## src/rtl/usbphy_seq_pkg.sv

```systemverilog
package usbphy_seq_pkg;

    typedef enum logic [3:0] {
        ST_IDLE,
        ST_CLKON,
        ST_POR,
        ST_HDEN,
        ST_HDREL,
        ST_PHYCLK,
        ST_ATEHI,
        ST_ATELO,
        ST_FSREL,
        ST_FSEN,
        ST_PRST,
        ST_HRST,
        ST_TUNE,
        ST_READY
    } seq_st_e;

    // cycles of a clock at hz needed to cover ns nanoseconds, rounded up, at least 1
    function automatic longint unsigned wait_cycles(longint unsigned hz, longint unsigned ns);
        longint unsigned c;
        c = (hz * ns + 64'd999_999_999) / 64'd1_000_000_000;
        if (c == 0) c = 1;
        return c;
    endfunction

endpackage

```

## src/rtl/usbphy_use_cnt.sv

```systemverilog
module usbphy_use_cnt #(
    parameter int UC_W = 4
) (
    input  logic clk,
    input  logic rst_n,
    input  logic start_req,
    input  logic stop_req,
    output logic first_o,
    output logic last_o
);
    localparam logic [UC_W-1:0] UC_MAX = '1;

    typedef struct packed {
        logic [UC_W-1:0] cnt;
    } uc_t;

    uc_t uc_d, uc_q;
    logic inc_ok, dec_ok;

    always_comb begin
        uc_d    = uc_q;
        inc_ok  = start_req && !stop_req && (uc_q.cnt != UC_MAX);
        dec_ok  = stop_req && !start_req && (uc_q.cnt != '0);
        first_o = start_req && !stop_req && (uc_q.cnt == '0);
        last_o  = dec_ok && (uc_q.cnt == UC_W'(1));
        if (inc_ok)      uc_d.cnt = uc_q.cnt + UC_W'(1);
        else if (dec_ok) uc_d.cnt = uc_q.cnt - UC_W'(1);
    end

    always_ff @(posedge clk or negedge rst_n) begin
        if (!rst_n) uc_q <= '0;
        else        uc_q <= uc_d;
    end

    AST_STOP_AT_ZERO_HOLDS: assert property (@(posedge clk) disable iff (!rst_n)
        (stop_req && !start_req && uc_q.cnt == '0) |=> (uc_q.cnt == '0));
    AST_BOTH_REQ_IGNORED: assert property (@(posedge clk) disable iff (!rst_n)
        (stop_req && start_req) |=> $stable(uc_q.cnt));

endmodule

```

## src/rtl/usbphy_wait_tmr.sv

```systemverilog
module usbphy_wait_tmr #(
    parameter int W = 16
) (
    input  logic         clk,
    input  logic         rst_n,
    input  logic         load,
    input  logic [W-1:0] load_val,
    output logic         zero
);
    typedef struct packed {
        logic [W-1:0] cnt;
    } tm_t;

    tm_t tm_d, tm_q;

    always_comb begin
        tm_d = tm_q;
        if (load)                tm_d.cnt = load_val;
        else if (tm_q.cnt != '0) tm_d.cnt = tm_q.cnt - W'(1);
    end

    always_ff @(posedge clk or negedge rst_n) begin
        if (!rst_n) tm_q <= '0;
        else        tm_q <= tm_d;
    end

    assign zero = (tm_q.cnt == '0);

    AST_TMR_STEP: assert property (@(posedge clk) disable iff (!rst_n)
        (!load && tm_q.cnt != '0) |=> (tm_q.cnt == $past(tm_q.cnt) - W'(1)));

endmodule

```

## src/rtl/usbphy_tune_bank.sv

```systemverilog
module usbphy_tune_bank #(
    parameter int NPORTS   = 2,
    parameter int TUNE_W   = 4,
    parameter int TUNE_VAL = 15
) (
    input  logic                     clk,
    input  logic                     rst_n,
    input  logic                     apply,
    output logic [NPORTS*TUNE_W-1:0] tune
);
    localparam logic [TUNE_W-1:0] TV = TUNE_W'(TUNE_VAL);

    for (genvar p = 0; p < NPORTS; p++) begin : g_port
        logic [TUNE_W-1:0] tune_d, tune_q;

        always_comb begin
            tune_d = tune_q;
            if (apply) tune_d = TV;
        end

        always_ff @(posedge clk or negedge rst_n) begin
            if (!rst_n) tune_q <= '0;
            else        tune_q <= tune_d;
        end

        assign tune[p*TUNE_W +: TUNE_W] = tune_q;

        AST_TUNE_APPLIED: assert property (@(posedge clk) disable iff (!rst_n)
            apply |=> (tune[p*TUNE_W +: TUNE_W] == TV));
    end

endmodule

```

## src/rtl/usbphy_bringup_seq.sv

```systemverilog
module usbphy_bringup_seq
    import usbphy_seq_pkg::*;
#(
    parameter longint unsigned IO_CLK_HZ   = 64'd500_000_000,
    parameter longint unsigned HOST_REF_HZ = 64'd130_000_000,
    parameter int              HDIV_W      = 4,
    parameter int              NPORTS      = 2,
    parameter int              TUNE_W      = 4,
    parameter int              TUNE_VAL    = 15,
    parameter int              UC_W        = 4,
    parameter int              SYNC_WAIT   = 64
) (
    input  logic                     clk,
    input  logic                     rst_n,
    input  logic                     start_req,
    input  logic                     stop_req,
    output logic                     if_clk_en,
    output logic                     por,
    output logic                     host_rst_n,
    output logic                     phy_rst_n,
    output logic                     hdiv_en,
    output logic                     hdiv_rst_n,
    output logic [HDIV_W-1:0]        hdiv_val,
    output logic                     fsdiv_en,
    output logic                     fsdiv_rst_n,
    output logic [1:0]               ref_sel,
    output logic [1:0]               ref_div,
    output logic                     ate_rst,
    output logic [NPORTS*TUNE_W-1:0] tx_vref_tune,
    output logic                     busy,
    output logic                     ready
);
    localparam int unsigned T_MS  = 32'(wait_cycles(IO_CLK_HZ, 64'd1_000_000));
    localparam int unsigned T_US  = 32'(wait_cycles(IO_CLK_HZ, 64'd1_000));
    localparam int unsigned T_ATE = 32'(wait_cycles(IO_CLK_HZ, 64'd10));
    localparam int unsigned T_GAP = 32'(wait_cycles(IO_CLK_HZ, 64'd20));
    localparam int unsigned T_SYN = 32'(SYNC_WAIT);
    localparam int unsigned M1    = (T_MS > T_US) ? T_MS : T_US;
    localparam int unsigned M2    = (T_ATE > T_GAP) ? T_ATE : T_GAP;
    localparam int unsigned M3    = (M1 > M2) ? M1 : M2;
    localparam int unsigned WMAX  = (M3 > T_SYN) ? M3 : T_SYN;
    localparam int          TMR_W = $clog2(WMAX + 1);
    localparam logic [HDIV_W-1:0] HDIV_VAL = HDIV_W'(IO_CLK_HZ / HOST_REF_HZ);

    typedef struct packed {
        seq_st_e           st;
        logic              clk_en;
        logic              por;
        logic              hrst_n;
        logic              prst_n;
        logic              hden;
        logic              hdrst_n;
        logic [HDIV_W-1:0] hdiv;
        logic              fsen;
        logic              fsrst_n;
        logic [1:0]        refsel;
        logic [1:0]        refdiv;
        logic              ate;
        logic              busy;
        logic              ready;
    } ctl_t;

    ctl_t ctl_d, ctl_q;
    logic first_start, last_stop;
    logic tmr_load, tmr_zero, tune_apply;
    logic [TMR_W-1:0] tmr_val;

    usbphy_use_cnt #(.UC_W(UC_W)) u_use_cnt (
        .clk       (clk),
        .rst_n     (rst_n),
        .start_req (start_req),
        .stop_req  (stop_req),
        .first_o   (first_start),
        .last_o    (last_stop)
    );

    usbphy_wait_tmr #(.W(TMR_W)) u_wait_tmr (
        .clk      (clk),
        .rst_n    (rst_n),
        .load     (tmr_load),
        .load_val (tmr_val),
        .zero     (tmr_zero)
    );

    usbphy_tune_bank #(.NPORTS(NPORTS), .TUNE_W(TUNE_W), .TUNE_VAL(TUNE_VAL)) u_tune_bank (
        .clk   (clk),
        .rst_n (rst_n),
        .apply (tune_apply),
        .tune  (tx_vref_tune)
    );

    always_comb begin
        ctl_d      = ctl_q;
        tmr_load   = 1'b0;
        tmr_val    = '0;
        tune_apply = 1'b0;
        if (last_stop) begin
            ctl_d.st     = ST_IDLE;
            ctl_d.clk_en = 1'b0;
            ctl_d.busy   = 1'b0;
            ctl_d.ready  = 1'b0;
        end else begin
            unique case (ctl_q.st)
                ST_IDLE: begin
                    if (first_start) begin
                        ctl_d.st     = ST_CLKON;
                        ctl_d.clk_en = 1'b1;
                        ctl_d.busy   = 1'b1;
                        ctl_d.ready  = 1'b0;
                    end
                end
                ST_CLKON: begin
                    ctl_d.st      = ST_POR;
                    ctl_d.por     = 1'b1;
                    ctl_d.hrst_n  = 1'b0;
                    ctl_d.prst_n  = 1'b0;
                    ctl_d.hden    = 1'b0;
                    ctl_d.hdrst_n = 1'b0;
                    ctl_d.fsen    = 1'b0;
                    ctl_d.fsrst_n = 1'b0;
                    ctl_d.refsel  = 2'b00;
                    ctl_d.refdiv  = 2'b00;
                    ctl_d.ate     = 1'b0;
                    ctl_d.hdiv    = HDIV_VAL;
                end
                ST_POR: begin
                    ctl_d.st   = ST_HDEN;
                    ctl_d.hden = 1'b1;
                end
                ST_HDEN: begin
                    ctl_d.st      = ST_HDREL;
                    ctl_d.hdrst_n = 1'b1;
                    tmr_load      = 1'b1;
                    tmr_val       = TMR_W'(T_SYN - 1);
                end
                ST_HDREL: begin
                    if (tmr_zero) begin
                        ctl_d.st  = ST_PHYCLK;
                        ctl_d.por = 1'b0;
                        tmr_load  = 1'b1;
                        tmr_val   = TMR_W'(T_MS - 1);
                    end
                end
                ST_PHYCLK: begin
                    if (tmr_zero) begin
                        ctl_d.st  = ST_ATEHI;
                        ctl_d.ate = 1'b1;
                        tmr_load  = 1'b1;
                        tmr_val   = TMR_W'(T_ATE - 1);
                    end
                end
                ST_ATEHI: begin
                    if (tmr_zero) begin
                        ctl_d.st  = ST_ATELO;
                        ctl_d.ate = 1'b0;
                        tmr_load  = 1'b1;
                        tmr_val   = TMR_W'(T_GAP - 1);
                    end
                end
                ST_ATELO: begin
                    if (tmr_zero) begin
                        ctl_d.st      = ST_FSREL;
                        ctl_d.fsrst_n = 1'b1;
                    end
                end
                ST_FSREL: begin
                    ctl_d.st   = ST_FSEN;
                    ctl_d.fsen = 1'b1;
                    tmr_load   = 1'b1;
                    tmr_val    = TMR_W'(T_SYN - 1);
                end
                ST_FSEN: begin
                    if (tmr_zero) begin
                        ctl_d.st     = ST_PRST;
                        ctl_d.prst_n = 1'b1;
                        tmr_load     = 1'b1;
                        tmr_val      = TMR_W'(T_US - 1);
                    end
                end
                ST_PRST: begin
                    if (tmr_zero) begin
                        ctl_d.st     = ST_HRST;
                        ctl_d.hrst_n = 1'b1;
                    end
                end
                ST_HRST: begin
                    ctl_d.st   = ST_TUNE;
                    tune_apply = 1'b1;
                end
                ST_TUNE: begin
                    ctl_d.st    = ST_READY;
                    ctl_d.busy  = 1'b0;
                    ctl_d.ready = 1'b1;
                end
                ST_READY: begin
                end
                default: ctl_d.st = ST_IDLE;
            endcase
        end
    end

    always_ff @(posedge clk or negedge rst_n) begin
        if (!rst_n) ctl_q <= '{st: ST_IDLE, default: '0};
        else        ctl_q <= ctl_d;
    end

    assign if_clk_en   = ctl_q.clk_en;
    assign por         = ctl_q.por;
    assign host_rst_n  = ctl_q.hrst_n;
    assign phy_rst_n   = ctl_q.prst_n;
    assign hdiv_en     = ctl_q.hden;
    assign hdiv_rst_n  = ctl_q.hdrst_n;
    assign hdiv_val    = ctl_q.hdiv;
    assign fsdiv_en    = ctl_q.fsen;
    assign fsdiv_rst_n = ctl_q.fsrst_n;
    assign ref_sel     = ctl_q.refsel;
    assign ref_div     = ctl_q.refdiv;
    assign ate_rst     = ctl_q.ate;
    assign busy        = ctl_q.busy;
    assign ready       = ctl_q.ready;

    AST_CLK_WHILE_BUSY: assert property (@(posedge clk) disable iff (!rst_n)
        busy |-> if_clk_en);
    AST_HDIV_EN_FIRST: assert property (@(posedge clk) disable iff (!rst_n)
        $rose(hdiv_rst_n) |-> hdiv_en);
    AST_ATE_AFTER_POR: assert property (@(posedge clk) disable iff (!rst_n)
        ate_rst |-> !por);
    AST_FSDIV_ORDER: assert property (@(posedge clk) disable iff (!rst_n)
        $rose(fsdiv_en) |-> fsdiv_rst_n);
    AST_HRST_AFTER_PRST: assert property (@(posedge clk) disable iff (!rst_n)
        $rose(host_rst_n) |-> phy_rst_n);
    AST_BUSY_READY_EXCL: assert property (@(posedge clk) disable iff (!rst_n)
        !(busy && ready));
    AST_ABORT_DROPS_CLK: assert property (@(posedge clk) disable iff (!rst_n)
        last_stop |=> (!if_clk_en && !busy));

endmodule

```

## config.mk

```make
export PLATFORM = sky130hd
export DESIGN_NAME = usbphy_bringup_seq
export DESIGN_NICKNAME = d
export VERILOG_FILES = /design/src/rtl/usbphy_seq_pkg.sv /design/src/rtl/usbphy_use_cnt.sv /design/src/rtl/usbphy_wait_tmr.sv /design/src/rtl/usbphy_tune_bank.sv /design/src/rtl/usbphy_bringup_seq.sv
export SDC_FILE = /design/constraint.sdc
export NUM_CORES = 1
export LEC_CHECK = 0
export BUFFER_PORTS_ARGS = -buffer_cell sky130_fd_sc_hd__buf_2
export CAP_MARGIN = 10
export CORE_UTILIZATION = 55
export DETAILED_ROUTE_END_ITERATION = 12
export GPL_ROUTABILITY_DRIVEN = 0
export HOLD_SLACK_MARGIN = 0.08
export PLACE_DENSITY = 0.82
export SLEW_MARGIN = 25
export SYNTH_ARGS = -nofsm -noshare
export SYNTH_HDL_FRONTEND = slang
export SYNTH_HIERARCHICAL = 1
export SYNTH_SLANG_ARGS = --single-unit
```

## constraint.sdc

```tcl
create_clock -name clk -period 4.21 [get_ports clk]
set_input_delay 1.263 -clock clk [delete_from_list [all_inputs] [get_ports clk]]
set_output_delay 1.263 -clock clk [all_outputs]
set_load 0.005 [all_outputs]
```

==> flow_summary.json <==
{
  "hold_path_class": "reg -> reg",
  "cp_max_fo": 14,
  "cts_inserted_buffers": 5,
  "cts_resized": 0,
  "synthTopCellsByCount": "dfrtp_1 (40), nand2_1 (28), buf_4 (15), xnor2_1 (15)",
  "syn-cell-area_um2": 2560,
  "h-tree-depth": 2,
  "cp-start-kind": "flop",
  "hold_depth": 1,
  "ys_seq_area_share_pct": 39.0,
  "max_slew_margin_pct": 52.3,
  "ys_seq_elements": 40,
  "grt_max_degree": 41,
  "drt-pass1-iter-count": 4,
  "io_pins": 31,
  "power.density_nw_per_um2": 576,
  "cts.sinks": 40,
  "final_hold_viol_count": 0,
  "synth_edf_count": 0,
  "min_period_over_period_pct": 79.1,
  "die_area_um2": 4940,
  "portBuffers": 24,
  "die_x_um": 70.3,
  "cts_buffer_depth": 2,
  "rows": 24,
  "cts_setup_buffers": 0,
  "routed_wl_um": 4880,
  "initial_core_util_pct": 58.1,
  "synth_cell_types": 58,
  "ff2ff_path_depth": 8,
  "slew_viol_final": 0,
  "cts.clk_slew.worst_paths_ns": 0.08,
  "syn_area_per_cell_um2": 9.36,
  "holdWs_ns": 0.490,
  "worstSetupPathType": "reg -> reg",
  "cts_hold_buf": 0,
  "finalSetupTns_ns": 0,
  "drc": 0,
  "drive_above_1_share_pct": 21.2,
  "min_period_ns": 3.33,
  "wl_per_cell_um": 14.4,
  "outcome": "finished, final reports clean",
  "num_vias": 1970,
  "dp_hpwl_um": 3440,
  "final_nets": 297,
  "clock-root-buffer": "clkbuf_8",
  "synth_cells": 274,
  "postRouteAntennaNets": 0,
  "crit_arrival_ns": 3.50,
  "cellLeakagePower_nw": 1.09,
  "drt_iter0_drc": 116,
  "clock_latency_ns": 0.30,
  "yosysTopAreaCell": "dfrtp_1",
  "synthTopCellsByArea": "dfrtp_1 (39%), xnor2_1 (5.1%), buf_4 (4.4%)",
  "viasPerCell": 5.79,
  "coreArea_um2": 4410,
  "setup-violations-final": 0,
  "grt.total_usage_pct": 21.4,
  "yosysMostFrequentCell": "dfrtp_1",
  "cp.required_ns": 4.38,
  "grt_pass1_vias": 1799,
  "rsz0062_at_grt": "no",
  "cap_viol_max_count": 0,
  "worstSetupEndpointType": "flop",
  "max_freq_ghz": 0.300,
  "ys.flop_type": "dfrtp_1",
  "synthArstFlopShare_pct": 100,
  "grt_first_pass_wirelength_um": 8400,
  "yosysWarnings": 6,
  "antenna_found_initial": 0,
  "syn2layout_area_growth_pct": 5.17,
  "diodes": 0,
  "finClkSkew_ns": 0.00797,
  "worstMarginPinSlew_ns": 0.715,
  "cts_tree": "yes",
  "irDropWorstVdd_v": 0.000315,
  "yosysTopAreaCellShare_pct": 39.0,
  "grt_overflow": 0,
  "die_h_um": 70.3
}
[through the flow]
stage | instance area [um2] | power [mW] | util [%] | cells | setup slack [ns]
after floorplan | 2600 | 1.18 | - | 284 | 0.872
after global placement | 2610 | 1.28 | 59.2 | 333 | 1.02
after detailed placement | 2610 | 1.31 | 59.2 | 333 | 0.912
after CTS | 2700 | 1.56 | 61.1 | 340 | 0.872
after global routing | 2700 | 1.68 | 61.1 | 340 | 0.629
final | 2700 | 1.55 | 61.1 | 340 | 0.881
[placed cells by master (no fill, tap or decap), drive strengths merged, types with 11 or more instances in the layout]
cell type	count
dfrtp	40
nand2b	11
buf	27
conb	11
nand2	28
inv	14
o21ai	14
nor3	13
a21oi	16
xnor2	15
[power breakdown]
group,internal [mW],switching (mW)
sequential,0.522,0.196
combinational,0.297,0.297
clock,0.112,0.131
total,0.931,0.624
[cells by family (layout without fill, tap and decap cells)]
family	after synthesis	in the layout	share of synthesized area [%]
and+or+nand+nor	100	100	23.6
AOI/OAI and AO/OA	60	60	16.1
buffers and inverters	44	48	10.1
DFF	40	40	39.0
xor gates and xnor gates	20	20	6.83
adders and majority gates	5	5	2.44
muxes	4	4	1.71
other	1	11	0.146
[per-layer routing]
layer,vias to the layer above,GRT usage [%],routed length (um)
met4,0,7.78,53
met3,4,5.19,182
met1,965,29.8,2290
li1,963,-,-
met5,-,0,0
met2,38,32.3,2360
[layout make-up]
cell class | count | area [um2]
Fill cell | 376 | 1720
Multi-Input combinational cell | 200 | 1350
Sequential cell | 40 | 1000
Timing Repair Buffer | 27 | 145
Clock buffer | 5 | 68.8
Tap cell | 52 | 65.1
Inverter | 14 | 52.6
Clock inverter | 2 | 12.5
[worst max-delay path, stage by stage (launching register included)]
cell and delay [ns]:
dfrtp_1 0.41, or4_1 0.59, or3_1 0.44, nor4_2 0.36, inv_1 0.14, or3_1 0.38, a21oi_2 0.46, or2_2 0.29
o21ai_0 0.12
[flip-flops by register name, summed over array words and instances (netlist names)]
name                       flops
fsdiv_en                       1
ready                          1
hdiv_val                       1
host_rst_n                     1
busy                           1
phy_rst_n                      1
u_wait_tmr/tm_q               19
u_use_cnt/uc_q                 4
hdiv_rst_n                     1
u_tune_bank/g_port.tune_q      1
fsdiv_rst_n                    1
por                            1
ate_rst                        1
ctl_q                          4
if_clk_en                      1
hdiv_en                        1
[worst paths after layout]
| path | start | endpoint | slack (ns) |
|---|---|---|---|
| max in group asynchronous | rst_n | u_wait_tmr/tm_q[9] | 2.92 |
| min in group asynchronous | rst_n | host_rst_n | 0.93 |
| hold / removal | hdiv_val[0] | hdiv_val[0] | 0.49 |
| setup / recovery | u_wait_tmr/tm_q[5] | u_wait_tmr/tm_q[16] | 0.88 |
| setup reg to reg | u_wait_tmr/tm_q[5] | u_wait_tmr/tm_q[16] | 0.88 |
| hold reg to reg | hdiv_val[0] | hdiv_val[0] | 0.49 |
(Power assumes the default switching activity.)
